**src/rtl/i2c_synth_pkg.sv**
```systemverilog
// Shared types for the synthesizer register interface.
// Assumes 8-bit I2C bytes and a 7-bit device address.
package i2c_synth_pkg;

    // Protocol phase of the byte engine.
    typedef enum logic [2:0] {
        ST_IDLE   = 3'd0,
        ST_ADDR   = 3'd1,
        ST_WR     = 3'd2,
        ST_ACK    = 3'd3,
        ST_RD     = 3'd4,
        ST_RDACK  = 3'd5,
        ST_IGNORE = 3'd6
    } synth_state_e;

    // Function-setting fields carried by the control byte.
    typedef struct packed {
        logic       cp_high;
        logic [2:0] test_sel;
        logic [1:0] ref_sel;
        logic       drive_off;
    } synth_ctrl_t;

    // Crystal divide ratio chosen by the reference select field.
    function automatic logic [6:0] ratio_of(input logic [1:0] sel);
        case (sel)
            2'b00:   ratio_of = 7'd12;
            2'b01:   ratio_of = 7'd16;
            2'b10:   ratio_of = 7'd64;
            default: ratio_of = 7'd80;
        endcase
    endfunction

endpackage

```
**src/rtl/i2c_line_sync.sv**
```systemverilog
// Synchronizes SCL and SDA into the system clock domain and derives
// SCL edges plus START and STOP conditions.
// Assumes each SCL phase lasts several system clocks; SYNC_STAGES >= 2.
module i2c_line_sync #(
    parameter int SYNC_STAGES = 2
) (
    input  logic clk,
    input  logic rst_n,
    input  logic scl_i,
    input  logic sda_i,
    output logic scl_s,
    output logic sda_s,
    output logic scl_rise,
    output logic scl_fall,
    output logic start_det,
    output logic stop_det
);
    localparam int NLINES = 2;

    logic [NLINES-1:0] raw;
    logic [NLINES-1:0] synced;
    logic              scl_q;
    logic              sda_q;

    assign raw = {scl_i, sda_i};

    // One synchronizer chain per bus line.
    for (genvar g = 0; g < NLINES; g++) begin : g_line
        logic [SYNC_STAGES-1:0] pipe;
        // Shift the raw level through the flop chain; idle level is high.
        always_ff @(posedge clk) begin
            if (!rst_n) pipe <= '1;
            else        pipe <= {pipe[SYNC_STAGES-2:0], raw[g]};
        end
        assign synced[g] = pipe[SYNC_STAGES-1];
    end

    assign scl_s = synced[1];
    assign sda_s = synced[0];

    // Hold the previous synchronized levels for edge detection.
    always_ff @(posedge clk) begin
        if (!rst_n) begin
            scl_q <= 1'b1;
            sda_q <= 1'b1;
        end else begin
            scl_q <= scl_s;
            sda_q <= sda_s;
        end
    end

    assign scl_rise  = scl_s & ~scl_q;
    assign scl_fall  = ~scl_s & scl_q;
    assign start_det = scl_s & scl_q & sda_q & ~sda_s;
    assign stop_det  = scl_s & scl_q & ~sda_q & sda_s;

endmodule

```
**src/rtl/i2c_byte_engine.sv**
```systemverilog
// Bit-level I2C target: address compare, byte assembly, acknowledge
// generation and status byte transmission.
// Assumes clean edge and START/STOP pulses from i2c_line_sync.
module i2c_byte_engine
    import i2c_synth_pkg::*;
#(
    parameter logic [6:0] DEV_ADDR0 = 7'h60,
    parameter logic [6:0] DEV_ADDR1 = 7'h61,
    parameter logic [6:0] DEV_ADDR2 = 7'h62,
    parameter int         BYTE_W    = 8
) (
    input  logic              clk,
    input  logic              rst_n,
    input  logic              sda_s,
    input  logic              scl_rise,
    input  logic              scl_fall,
    input  logic              start_det,
    input  logic              stop_det,
    input  logic [1:0]        addr_sel,
    input  logic [BYTE_W-1:0] status_byte,
    output logic              sda_pull,
    output logic [BYTE_W-1:0] rx_byte,
    output logic              rx_valid,
    output logic              frame_mark,
    output synth_state_e      state
);
    localparam int CNT_W = $clog2(BYTE_W);
    localparam logic [CNT_W-1:0] LAST_BIT = CNT_W'(BYTE_W - 1);

    synth_state_e      ret_state;
    logic [CNT_W-1:0]  bitcnt;
    logic [BYTE_W-1:0] shreg;
    logic [BYTE_W-1:0] txreg;
    logic              byte_full;
    logic              mst_ack;
    logic [6:0]        dev_addr;

    // Pick the device address from the hardware strap.
    always_comb begin
        case (addr_sel)
            2'b00:   dev_addr = DEV_ADDR0;
            2'b01:   dev_addr = DEV_ADDR1;
            default: dev_addr = DEV_ADDR2;
        endcase
    end

    // Protocol sequencer: receive, acknowledge and transmit bytes.
    always_ff @(posedge clk) begin
        if (!rst_n) begin
            state      <= ST_IDLE;
            ret_state  <= ST_IDLE;
            bitcnt     <= '0;
            shreg      <= '0;
            txreg      <= '0;
            byte_full  <= 1'b0;
            mst_ack    <= 1'b0;
            sda_pull   <= 1'b0;
            rx_byte    <= '0;
            rx_valid   <= 1'b0;
            frame_mark <= 1'b0;
        end else begin
            rx_valid   <= 1'b0;
            frame_mark <= 1'b0;
            if (stop_det) begin
                state      <= ST_IDLE;
                sda_pull   <= 1'b0;
                byte_full  <= 1'b0;
                frame_mark <= 1'b1;
            end else if (start_det) begin
                state      <= ST_ADDR;
                bitcnt     <= '0;
                byte_full  <= 1'b0;
                sda_pull   <= 1'b0;
                frame_mark <= 1'b1;
            end else begin
                case (state)
                    ST_ADDR, ST_WR: begin
                        if (scl_rise && !byte_full) begin
                            shreg  <= {shreg[BYTE_W-2:0], sda_s};
                            bitcnt <= bitcnt + 1'b1;
                            if (bitcnt == LAST_BIT) begin
                                byte_full <= 1'b1;
                                if (state == ST_WR) begin
                                    rx_byte  <= {shreg[BYTE_W-2:0], sda_s};
                                    rx_valid <= 1'b1;
                                end
                            end
                        end else if (scl_fall && byte_full) begin
                            byte_full <= 1'b0;
                            bitcnt    <= '0;
                            if (state == ST_ADDR) begin
                                if (shreg[BYTE_W-1:1] == dev_addr) begin
                                    sda_pull  <= 1'b1;
                                    state     <= ST_ACK;
                                    ret_state <= shreg[0] ? ST_RD : ST_WR;
                                end else begin
                                    state <= ST_IGNORE;
                                end
                            end else begin
                                sda_pull  <= 1'b1;
                                state     <= ST_ACK;
                                ret_state <= ST_WR;
                            end
                        end
                    end
                    ST_ACK: begin
                        if (scl_fall) begin
                            bitcnt <= '0;
                            state  <= ret_state;
                            if (ret_state == ST_RD) begin
                                txreg    <= {status_byte[BYTE_W-2:0], 1'b0};
                                sda_pull <= ~status_byte[BYTE_W-1];
                            end else begin
                                sda_pull <= 1'b0;
                            end
                        end
                    end
                    ST_RD: begin
                        if (scl_fall) begin
                            if (bitcnt == LAST_BIT) begin
                                sda_pull <= 1'b0;
                                state    <= ST_RDACK;
                            end else begin
                                sda_pull <= ~txreg[BYTE_W-1];
                                txreg    <= {txreg[BYTE_W-2:0], 1'b0};
                                bitcnt   <= bitcnt + 1'b1;
                            end
                        end
                    end
                    ST_RDACK: begin
                        if (scl_rise) begin
                            mst_ack <= ~sda_s;
                        end else if (scl_fall) begin
                            if (mst_ack) begin
                                bitcnt   <= '0;
                                txreg    <= {status_byte[BYTE_W-2:0], 1'b0};
                                sda_pull <= ~status_byte[BYTE_W-1];
                                state    <= ST_RD;
                            end else begin
                                state <= ST_IGNORE;
                            end
                        end
                    end
                    default: ;
                endcase
            end
        end
    end

endmodule

```
**src/rtl/i2c_synth_cmd_decode.sv**
```systemverilog
// Sorts received write bytes into divider, control and port groups and
// latches each group when it is complete.
// Assumes rx_valid pulses once per byte and frame_mark marks START/STOP.
module i2c_synth_cmd_decode
    import i2c_synth_pkg::*;
#(
    parameter int DIV_W  = 15,
    parameter int BAND_W = 4,
    parameter int BYTE_W = 8
) (
    input  logic              clk,
    input  logic              rst_n,
    input  logic              rx_valid,
    input  logic [BYTE_W-1:0] rx_byte,
    input  logic              frame_mark,
    output logic [DIV_W-1:0]  div_word,
    output synth_ctrl_t       ctrl,
    output logic [BAND_W-1:0] band_on,
    output logic              div_loaded
);
    localparam int HI_W = DIV_W - BYTE_W;

    logic [HI_W-1:0] hi_part;
    logic            pair_open;
    logic            ctrl_seen;

    // Classify each byte and latch complete groups; frame marks reset tracking.
    always_ff @(posedge clk) begin
        if (!rst_n) begin
            hi_part    <= '0;
            pair_open  <= 1'b0;
            ctrl_seen  <= 1'b0;
            div_word   <= '0;
            ctrl       <= '0;
            band_on    <= '0;
            div_loaded <= 1'b0;
        end else if (frame_mark) begin
            pair_open <= 1'b0;
            ctrl_seen <= 1'b0;
        end else if (rx_valid) begin
            if (pair_open) begin
                div_word   <= {hi_part, rx_byte};
                pair_open  <= 1'b0;
                div_loaded <= 1'b1;
            end else if (!rx_byte[BYTE_W-1]) begin
                hi_part   <= rx_byte[HI_W-1:0];
                pair_open <= 1'b1;
            end else if (!ctrl_seen) begin
                ctrl.cp_high   <= rx_byte[6];
                ctrl.test_sel  <= rx_byte[5:3];
                ctrl.ref_sel   <= rx_byte[2:1];
                ctrl.drive_off <= rx_byte[0];
                ctrl_seen      <= 1'b1;
            end else begin
                band_on <= rx_byte[BAND_W-1:0];
            end
        end
    end

endmodule

```
**src/rtl/i2c_synth_regif.sv**
```systemverilog
// Top level: I2C write interface for synthesizer registers.
// Assumes the SDA pad is open drain, enabled by sda_pull.
module i2c_synth_regif
    import i2c_synth_pkg::*;
#(
    parameter logic [6:0] DEV_ADDR0   = 7'h60,
    parameter logic [6:0] DEV_ADDR1   = 7'h61,
    parameter logic [6:0] DEV_ADDR2   = 7'h62,
    parameter int         SYNC_STAGES = 2,
    parameter int         DIV_W       = 15,
    parameter int         BAND_W      = 4
) (
    input  logic              clk,
    input  logic              rst_n,
    input  logic              scl_i,
    input  logic              sda_i,
    input  logic [1:0]        addr_sel,
    output logic              sda_pull,
    output logic [DIV_W-1:0]  div_word,
    output logic              cp_high,
    output logic [2:0]        test_sel,
    output logic [1:0]        ref_sel,
    output logic [6:0]        ref_ratio,
    output logic              drive_off,
    output logic [BAND_W-1:0] band_on
);
    localparam int BYTE_W = 8;
    localparam int PAD_W  = BYTE_W - 1 - BAND_W;

    logic              scl_s, sda_s, scl_rise, scl_fall, start_det, stop_det;
    logic [BYTE_W-1:0] rx_byte;
    logic              rx_valid, frame_mark, div_loaded;
    logic [BYTE_W-1:0] status_byte;
    synth_state_e      state;
    synth_ctrl_t       ctrl;

    i2c_line_sync #(.SYNC_STAGES(SYNC_STAGES)) u_sync (
        .clk(clk), .rst_n(rst_n), .scl_i(scl_i), .sda_i(sda_i),
        .scl_s(scl_s), .sda_s(sda_s), .scl_rise(scl_rise), .scl_fall(scl_fall),
        .start_det(start_det), .stop_det(stop_det)
    );

    i2c_byte_engine #(
        .DEV_ADDR0(DEV_ADDR0), .DEV_ADDR1(DEV_ADDR1), .DEV_ADDR2(DEV_ADDR2),
        .BYTE_W(BYTE_W)
    ) u_engine (
        .clk(clk), .rst_n(rst_n), .sda_s(sda_s), .scl_rise(scl_rise),
        .scl_fall(scl_fall), .start_det(start_det), .stop_det(stop_det),
        .addr_sel(addr_sel), .status_byte(status_byte), .sda_pull(sda_pull),
        .rx_byte(rx_byte), .rx_valid(rx_valid), .frame_mark(frame_mark),
        .state(state)
    );

    i2c_synth_cmd_decode #(.DIV_W(DIV_W), .BAND_W(BAND_W), .BYTE_W(BYTE_W)) u_dec (
        .clk(clk), .rst_n(rst_n), .rx_valid(rx_valid), .rx_byte(rx_byte),
        .frame_mark(frame_mark), .div_word(div_word), .ctrl(ctrl),
        .band_on(band_on), .div_loaded(div_loaded)
    );

    // Status byte returned in read mode.
    assign status_byte = {div_loaded, {PAD_W{1'b0}}, band_on};

    // Unpack control fields onto the ports.
    assign cp_high   = ctrl.cp_high;
    assign test_sel  = ctrl.test_sel;
    assign ref_sel   = ctrl.ref_sel;
    assign drive_off = ctrl.drive_off;
    assign ref_ratio = ratio_of(ctrl.ref_sel);

endmodule

```
**config.mk**
```make
export PLATFORM = sky130hd
export DESIGN_NAME = i2c_synth_regif
export DESIGN_NICKNAME = d
export VERILOG_FILES = /design/src/rtl/i2c_synth_pkg.sv /design/src/rtl/i2c_line_sync.sv /design/src/rtl/i2c_byte_engine.sv /design/src/rtl/i2c_synth_cmd_decode.sv /design/src/rtl/i2c_synth_regif.sv
export SDC_FILE = /design/constraint.sdc
export NUM_CORES = 1
export LEC_CHECK = 0
export BUFFER_PORTS_ARGS = -buffer_cell sky130_fd_sc_hd__buf_4
export CAP_MARGIN = 15
export CORE_UTILIZATION = 55
export CTS_BUF_LIST = sky130_fd_sc_hd__clkbuf_8
export DETAILED_ROUTE_END_ITERATION = 10
export PLACE_DENSITY = 0.76
export SYNTH_ARGS = -nofsm -noshare
export SYNTH_HDL_FRONTEND = slang
export SYNTH_HIERARCHICAL = 1
export SYNTH_SLANG_ARGS = --single-unit
```
**constraint.sdc**
```tcl
create_clock -name clk -period 2.1 [get_ports clk]
set_input_delay 0.315 -clock clk [delete_from_list [all_inputs] [get_ports clk]]
set_output_delay 0.315 -clock clk [all_outputs]
set_load 0.005 [all_outputs]
```
==> flow_summary.yaml, run 1 <==
logic_synthesis:
  ys_ff_latch: 78
  seq_area_frac_synth: 0.452
  syn-cell-area_sq_um: 3460
  syn_avg_cell_area_sq_um: 9.34
  syn-instance-count: 370
  netlist_top_cells_count: "dfxtp_1, nand2_1, nor2_1"
  netlist-cell-type-count: 60
  async_flop_share: 0
  ys_warn_count: 6
  synth-simple-area-share: 0.236
  yosys.area.top_type: "dfxtp_1"
  synth_xor_xnor_area_share: 0.00471
  synthAdderAreaFrac: 0.00724
  synth_compound_area_frac: 0.138
  ys_top_cells_by_area: "dfxtp_1, mux2i_1, nand2_1"
  synth_top_area_frac: 0.452
  synth_top_family_by_area: "simple AND/OR/NAND/NOR gates"
  yosys_most_used_dff: "dfxtp_1"
  synthMuxAreaShare: 0.102
  synth_edf_count: 0
  synth_most_common_cell: "dfxtp_1"
sta:
  min_period_ns: 1.92
  relSlewSlack: 0.597
  worst_slack_ns: 0.185
  rsz0062_at_grt: "no"
  finalSetupViolCount: 0
  fin_hold_ws_ns: 0.153
  max_freq_ghz: 0.522
  skew_ns: 0.00970
  worst_slew_pin_slew_ns: 0.603
  finalSetupTns_ns: 0
  maxSlewViolCount: 0
  finalHoldViolations: 0
  period_share: 0.912
grt:
  grt_first_pass_wirelength_um: 11000
  antenna_found_initial: 0
  grt_usage: 0.222
  grt_pass1_vias: 2397
  grt_max_degree: 50
  gr-total-overflow: 0
setup_path:
  arrival_ns: 2.15
  ff2ff_path_depth: 6
  cp-start-kind: "flip-flop"
  cp-end-kind: "flip-flop"
  cp_max_fo: 5
  critPathKind: "flip-flop to flip-flop"
  cp.required_ns: 2.33
route:
  drcViolationCount: 0
  vias: 2659
  drtPass1Iterations: 4
  ant_nets: 0
  vias_per_cell: 5.47
  drt-initial-drc-count: 136
  drt-total-wl_um: 6650
  wl_per_cell_um: 13.7
finish:
  antennaDiodeCount: 0
  stdcell_count: 486
  syn2layout_area_growth_pct: 13.8
  final_layout_size_suffix_gt1_frac: 0.192
  layout.nets: 414
placed_design:
  dpl.cell_count: 470
  portBuffers: 36
  dp_slack_ns: 0.0608
  place.gp.congestion: 0.934
  hpwl_um: 4650
worst_hold_path:
  holdPathStages: 2
  hold_class: "input port to flip-flop"
clock_network:
  ctsRootBufferMaster: "clkbuf_8"
  clk_latency_ns: 0.34
  clk_path_buf_depth: 2
  clkTransAtPathRegs_ns: 0.07
  cts_setup_buffers: 0
  cts_htree_levels: 3
  cts.sinks: 78
  cts_tree: "yes"
  numCtsBuffers: 9
floorplanning:
  die_area_sq_um: 6610
  die_h_um: 81.3
  ios: 40
  start_util: 0.577
  fp.coreArea_sq_um: 5990
  rows: 28
  die_w_um: 81.3
run_status:
  status: "completed"
run:
  maxCapViolCount: 0
power:
  p_leak_nw: 1.55
  ir_drop_mv: 0.500
  power_density_nw_per_um2: 686
-- power breakdown --
group | internal (mW) | switching [mW]
combinational | 0.0336 | 0.0541
sequential | 1.48 | 0.00796
clock | 0.604 | 0.515
-- per-stage QoR --
stage	util	cell area (sq um)	total power [mW]
floorplan	-	3480	1.59
global placement	0.622	3730	1.61
detailed placement	0.622	3730	1.61
CTS	0.656	3930	2.72
global route	0.656	3930	2.80
finish	0.656	3930	2.70
-- sequential cells by signal (all words and copies together), names as in the netlist --
register / count
u_dec/div_loaded: 1
u_sync/scl_q: 1
u_engine/bitcnt: 3
u_dec/ctrl: 7
u_engine/txreg: 7
u_engine/sda_pull: 1
u_engine/frame_mark: 1
u_dec/div_word: 15
u_dec/hi_part: 7
u_engine/rx_byte: 8
u_dec/pair_open: 1
u_dec/ctrl_seen: 1
u_engine/ret_state: 2
u_engine/mst_ack: 1
u_dec/band_on: 4
u_engine/state: 3
u_engine/byte_full: 1
u_sync/sda_q: 1
u_engine/shreg: 8
u_engine/rx_valid: 1
u_sync/g_line.pipe: 4
-- worst paths after layout --
check                           slack [ns]                        to                startpoint
worst max-delay path                  0.18        u_engine/bitcnt[0]  u_sync/g_line[1].pipe[1]
worst min-delay path                  0.15  u_sync/g_line[1].pipe[0]                     scl_i
worst max register to register        0.18        u_engine/bitcnt[0]  u_sync/g_line[1].pipe[1]
worst min register to register        0.41  u_sync/g_line[1].pipe[1]  u_sync/g_line[1].pipe[0]
-- cells in the final DEF (no fill, tap or decap), types with 8 or more instances in the layout --
cell      instances
a311oi_1          9
nand2b_1         10
nor2b_1          11
a21boi_1          9
buf_4            46
dfxtp_1          77
nand2_1          64
nor2_1           38
o21ai_0           9
mux2i_1          34
a21boi_0          8
clkbuf_8         11
-- repair_timing --
action                     in CTS  in global routing
gates resized for setup         0                  3
hold buffers                    0                  0
setup endpoints to repair       0                  8
-- metal layers --
layer,GRT usage,vias to the layer above,routed length [um]
met3,0.0382,15,247
li1,-,1347,-
met5,0,-,0
met2,0.346,54,3050
met1,0.291,1243,3200
met4,0.116,0,148
-- worst max-delay path, cell delays in order (launching register included) --
cell	delay, ns
dfxtp_1	0.39
nor2b_1	0.34
nand2b_2	0.17
a211oi_1	0.29
o311a_1	0.23
o31ai_1	0.11
mux2_2	0.28
-- cell families (layout without fill, tap and decap cells) --
group | count (synthesis) | count (layout)
adder cells (fa/ha/maj) | 2 | 2
XOR/XNOR | 1 | 1
other | 1 | 6
AND/OR/NAND/NOR | 160 | 160
buffers and inverters | 31 | 67
AO/OA/AOI/OAI | 62 | 62
multiplexers | 35 | 35
flip-flops | 78 | 78
-- layout make-up --
| class | count | area, sq um |
|---|---|---|
| fillers | 511 | 2060 |
| multi-input cells | 266 | 1710 |
| flip-flops and latches | 78 | 1560 |
| repair buffers | 46 | 345 |
| clock buffers | 11 | 151 |
| well taps | 75 | 93.8 |
| clock inverters | 5 | 50.0 |
| inverters | 5 | 18.8 |
Note: power is estimated with default switching activity, not from simulation.
==> inputs of run 2 (changes only) <==
- BUFFER_PORTS_ARGS: -buffer_cell sky130_fd_sc_hd__buf_4 -> not set
- CAP_MARGIN: 15 -> not set
- DONT_BUFFER_PORTS: not set -> 1
- PLACE_DENSITY: 0.76 -> 0.68
==> run 2 against run 1 <==
Against the previous run: cell area is 6.2% lower; clock skew is 0.00094 ns higher; critical path depth stayed put.
==> flow_summary.yaml, run 2 (synthesis results as in run 1) <==
run_status:
  status: "completed"
floorplanning:
  rows: 28
  die_area_sq_um: 6610
  start_util: 0.577
  die_w_um: 81.3
  fp.coreArea_sq_um: 5990
  die_h_um: 81.3
  ios: 40
clock_network:
  cts_tree: "yes"
  clk_latency_ns: 0.35
  cts_htree_levels: 3
  clkTransAtPathRegs_ns: 0.08
  clk_path_buf_depth: 2
  ctsRootBufferMaster: "clkbuf_8"
  cts.sinks: 78
  postCtsHoldBufs: 0
  numCtsBuffers: 9
setup_path:
  worstSetupStartpoint: "u_sync/g_line[1].pipe[1]"
  cp-start-kind: "flip-flop"
  cp_max_fo: 5
  worstReg2RegStart: "u_sync/g_line[1].pipe[1]"
  cp-end-kind: "flip-flop"
  reg2reg_slack_ns: 0.13
  cp.required_ns: 2.33
  arrival_ns: 2.20
  critPathKind: "flip-flop to flip-flop"
finish:
  final_cell_area_sq_um: 3690
  antennaDiodeCount: 0
  top_register: "u_dec/div_word"
  stdcell_count: 454
  largest_reg_flops: 15
  fin_util: 0.616
  final_layout_size_suffix_gt1_frac: 0.124
  layout.nets: 382
  final_common_cell: "dfxtp_1"
  syn2layout_area_growth_pct: 6.73
  fillers: 547
  reg_top3: "u_dec/div_word x15, u_engine/rx_byte x8, u_engine/shreg x8"
  layout_common_cells: "dfxtp_1, nand2_1, nor2_1"
grt:
  gr-total-overflow: 0
  grt_first_pass_wirelength_um: 10900
  grt_max_degree: 56
  grt_usage: 0.221
  antenna_found_initial: 0
  grt_pass1_vias: 2336
route:
  wl_per_cell_um: 14.8
  vias_per_cell: 5.48
  vias: 2487
  drt-total-wl_um: 6710
  ant_nets: 0
  drt-initial-drc-count: 102
  drcViolationCount: 0
  drtPass1Iterations: 4
power:
  ir_drop_mv: 0.426
  power_density_nw_per_um2: 734
  p_leak_nw: 1.35
  power_mw: 2.71
sta:
  maxSlewViolCount: 0
  worst_slew_pin_slew_ns: 0.628
  max_freq_ghz: 0.509
  worst_slack_ns: 0.135
  period_share: 0.936
  fin_hold_ws_ns: 0.0454
  finalHoldViolations: 0
  relSlewSlack: 0.580
  finalSetupViolCount: 0
  finalSetupTns_ns: 0
  rsz0062_at_grt: "no"
  skew_ns: 0.0106
  min_period_ns: 1.97
run:
  maxCapViolCount: 0
worst_hold_path:
  worstHoldStart: "rst_n"
  hold_class: "input port to flip-flop"
placed_design:
  dpl.cell_count: 436
  dpl-instance-area_sq_um: 3470
  hpwl_um: 4510
  dp_slack_ns: 0.0694
  portBuffers: 0
  place.gp.congestion: 0.934
-- run 2: cell types whose count changed in the layout (fill, tap and decap cells not counted) --
cell and change:
buf_4 -32, clkinvlp_4 -1, nor2b_1 +1, nor2b_2 -1, clkbuf_8 -2, inv_1 -2, inv_6 +4, clkinv_4 +1
a21boi_1 +1, dfxtp_1 +1, a21boi_0 -1, dfxtp_2 -1
-- run 2: worst paths after layout --
check | to | depth (start not counted)
max | u_engine/bitcnt[0] | 6
min | u_sync/g_line[0].pipe[1] | 1
max reg2reg | u_engine/bitcnt[0] | 6
min reg2reg | u_sync/g_line[1].pipe[1] | 1
-- run 2: repair_timing --
| item | CTS | global route |
|---|---|---|
| buffers inserted | 0 | 2 |
| gates resized for setup | 0 | 2 |
| endpoints found under the setup margin | 0 | 8 |
-- run 2: cell type report --
class / count / area, sq um / share of cell area
inverters: 5 / 18.8 / 0.00509
multi-input cells: 266 / 1710 / 0.463
flip-flops and latches: 78 / 1560 / 0.423
clock buffers: 9 / 124 / 0.0336
repair buffers: 14 / 105 / 0.0285
clock inverters: 7 / 78.8 / 0.0214
well taps: 75 / 93.8 / 0.0254
-- run 2: layer usage --
layer / part of all wire / vias to the layer above / global-route usage
li1: - / 1276 / -
met1: 0.50 / 1137 / 0.298
met2: 0.43 / 67 / 0.338
met3: 0.054 / 7 / 0.0449
met4: 0.013 / 0 / 0.0982
met5: 0 / - / 0
-- run 2: critical path, cell delays in order, from the launching register on --
cell	delay [ns]
dfxtp_1	0.37
nor2b_1	0.38
nand2b_2	0.18
a211oi_1	0.31
o311a_1	0.23
o31ai_1	0.10
mux2_2	0.28
-- run 2: report_power, final --
part	leakage [nW]	total, mW	switching [mW]	internal (mW)
registers	0.629	1.49	0.00736	1.48
logic	0.619	0.0674	0.0380	0.0294
clock network	0.105	1.15	0.585	0.566
total	1.35	2.71	0.630	2.08
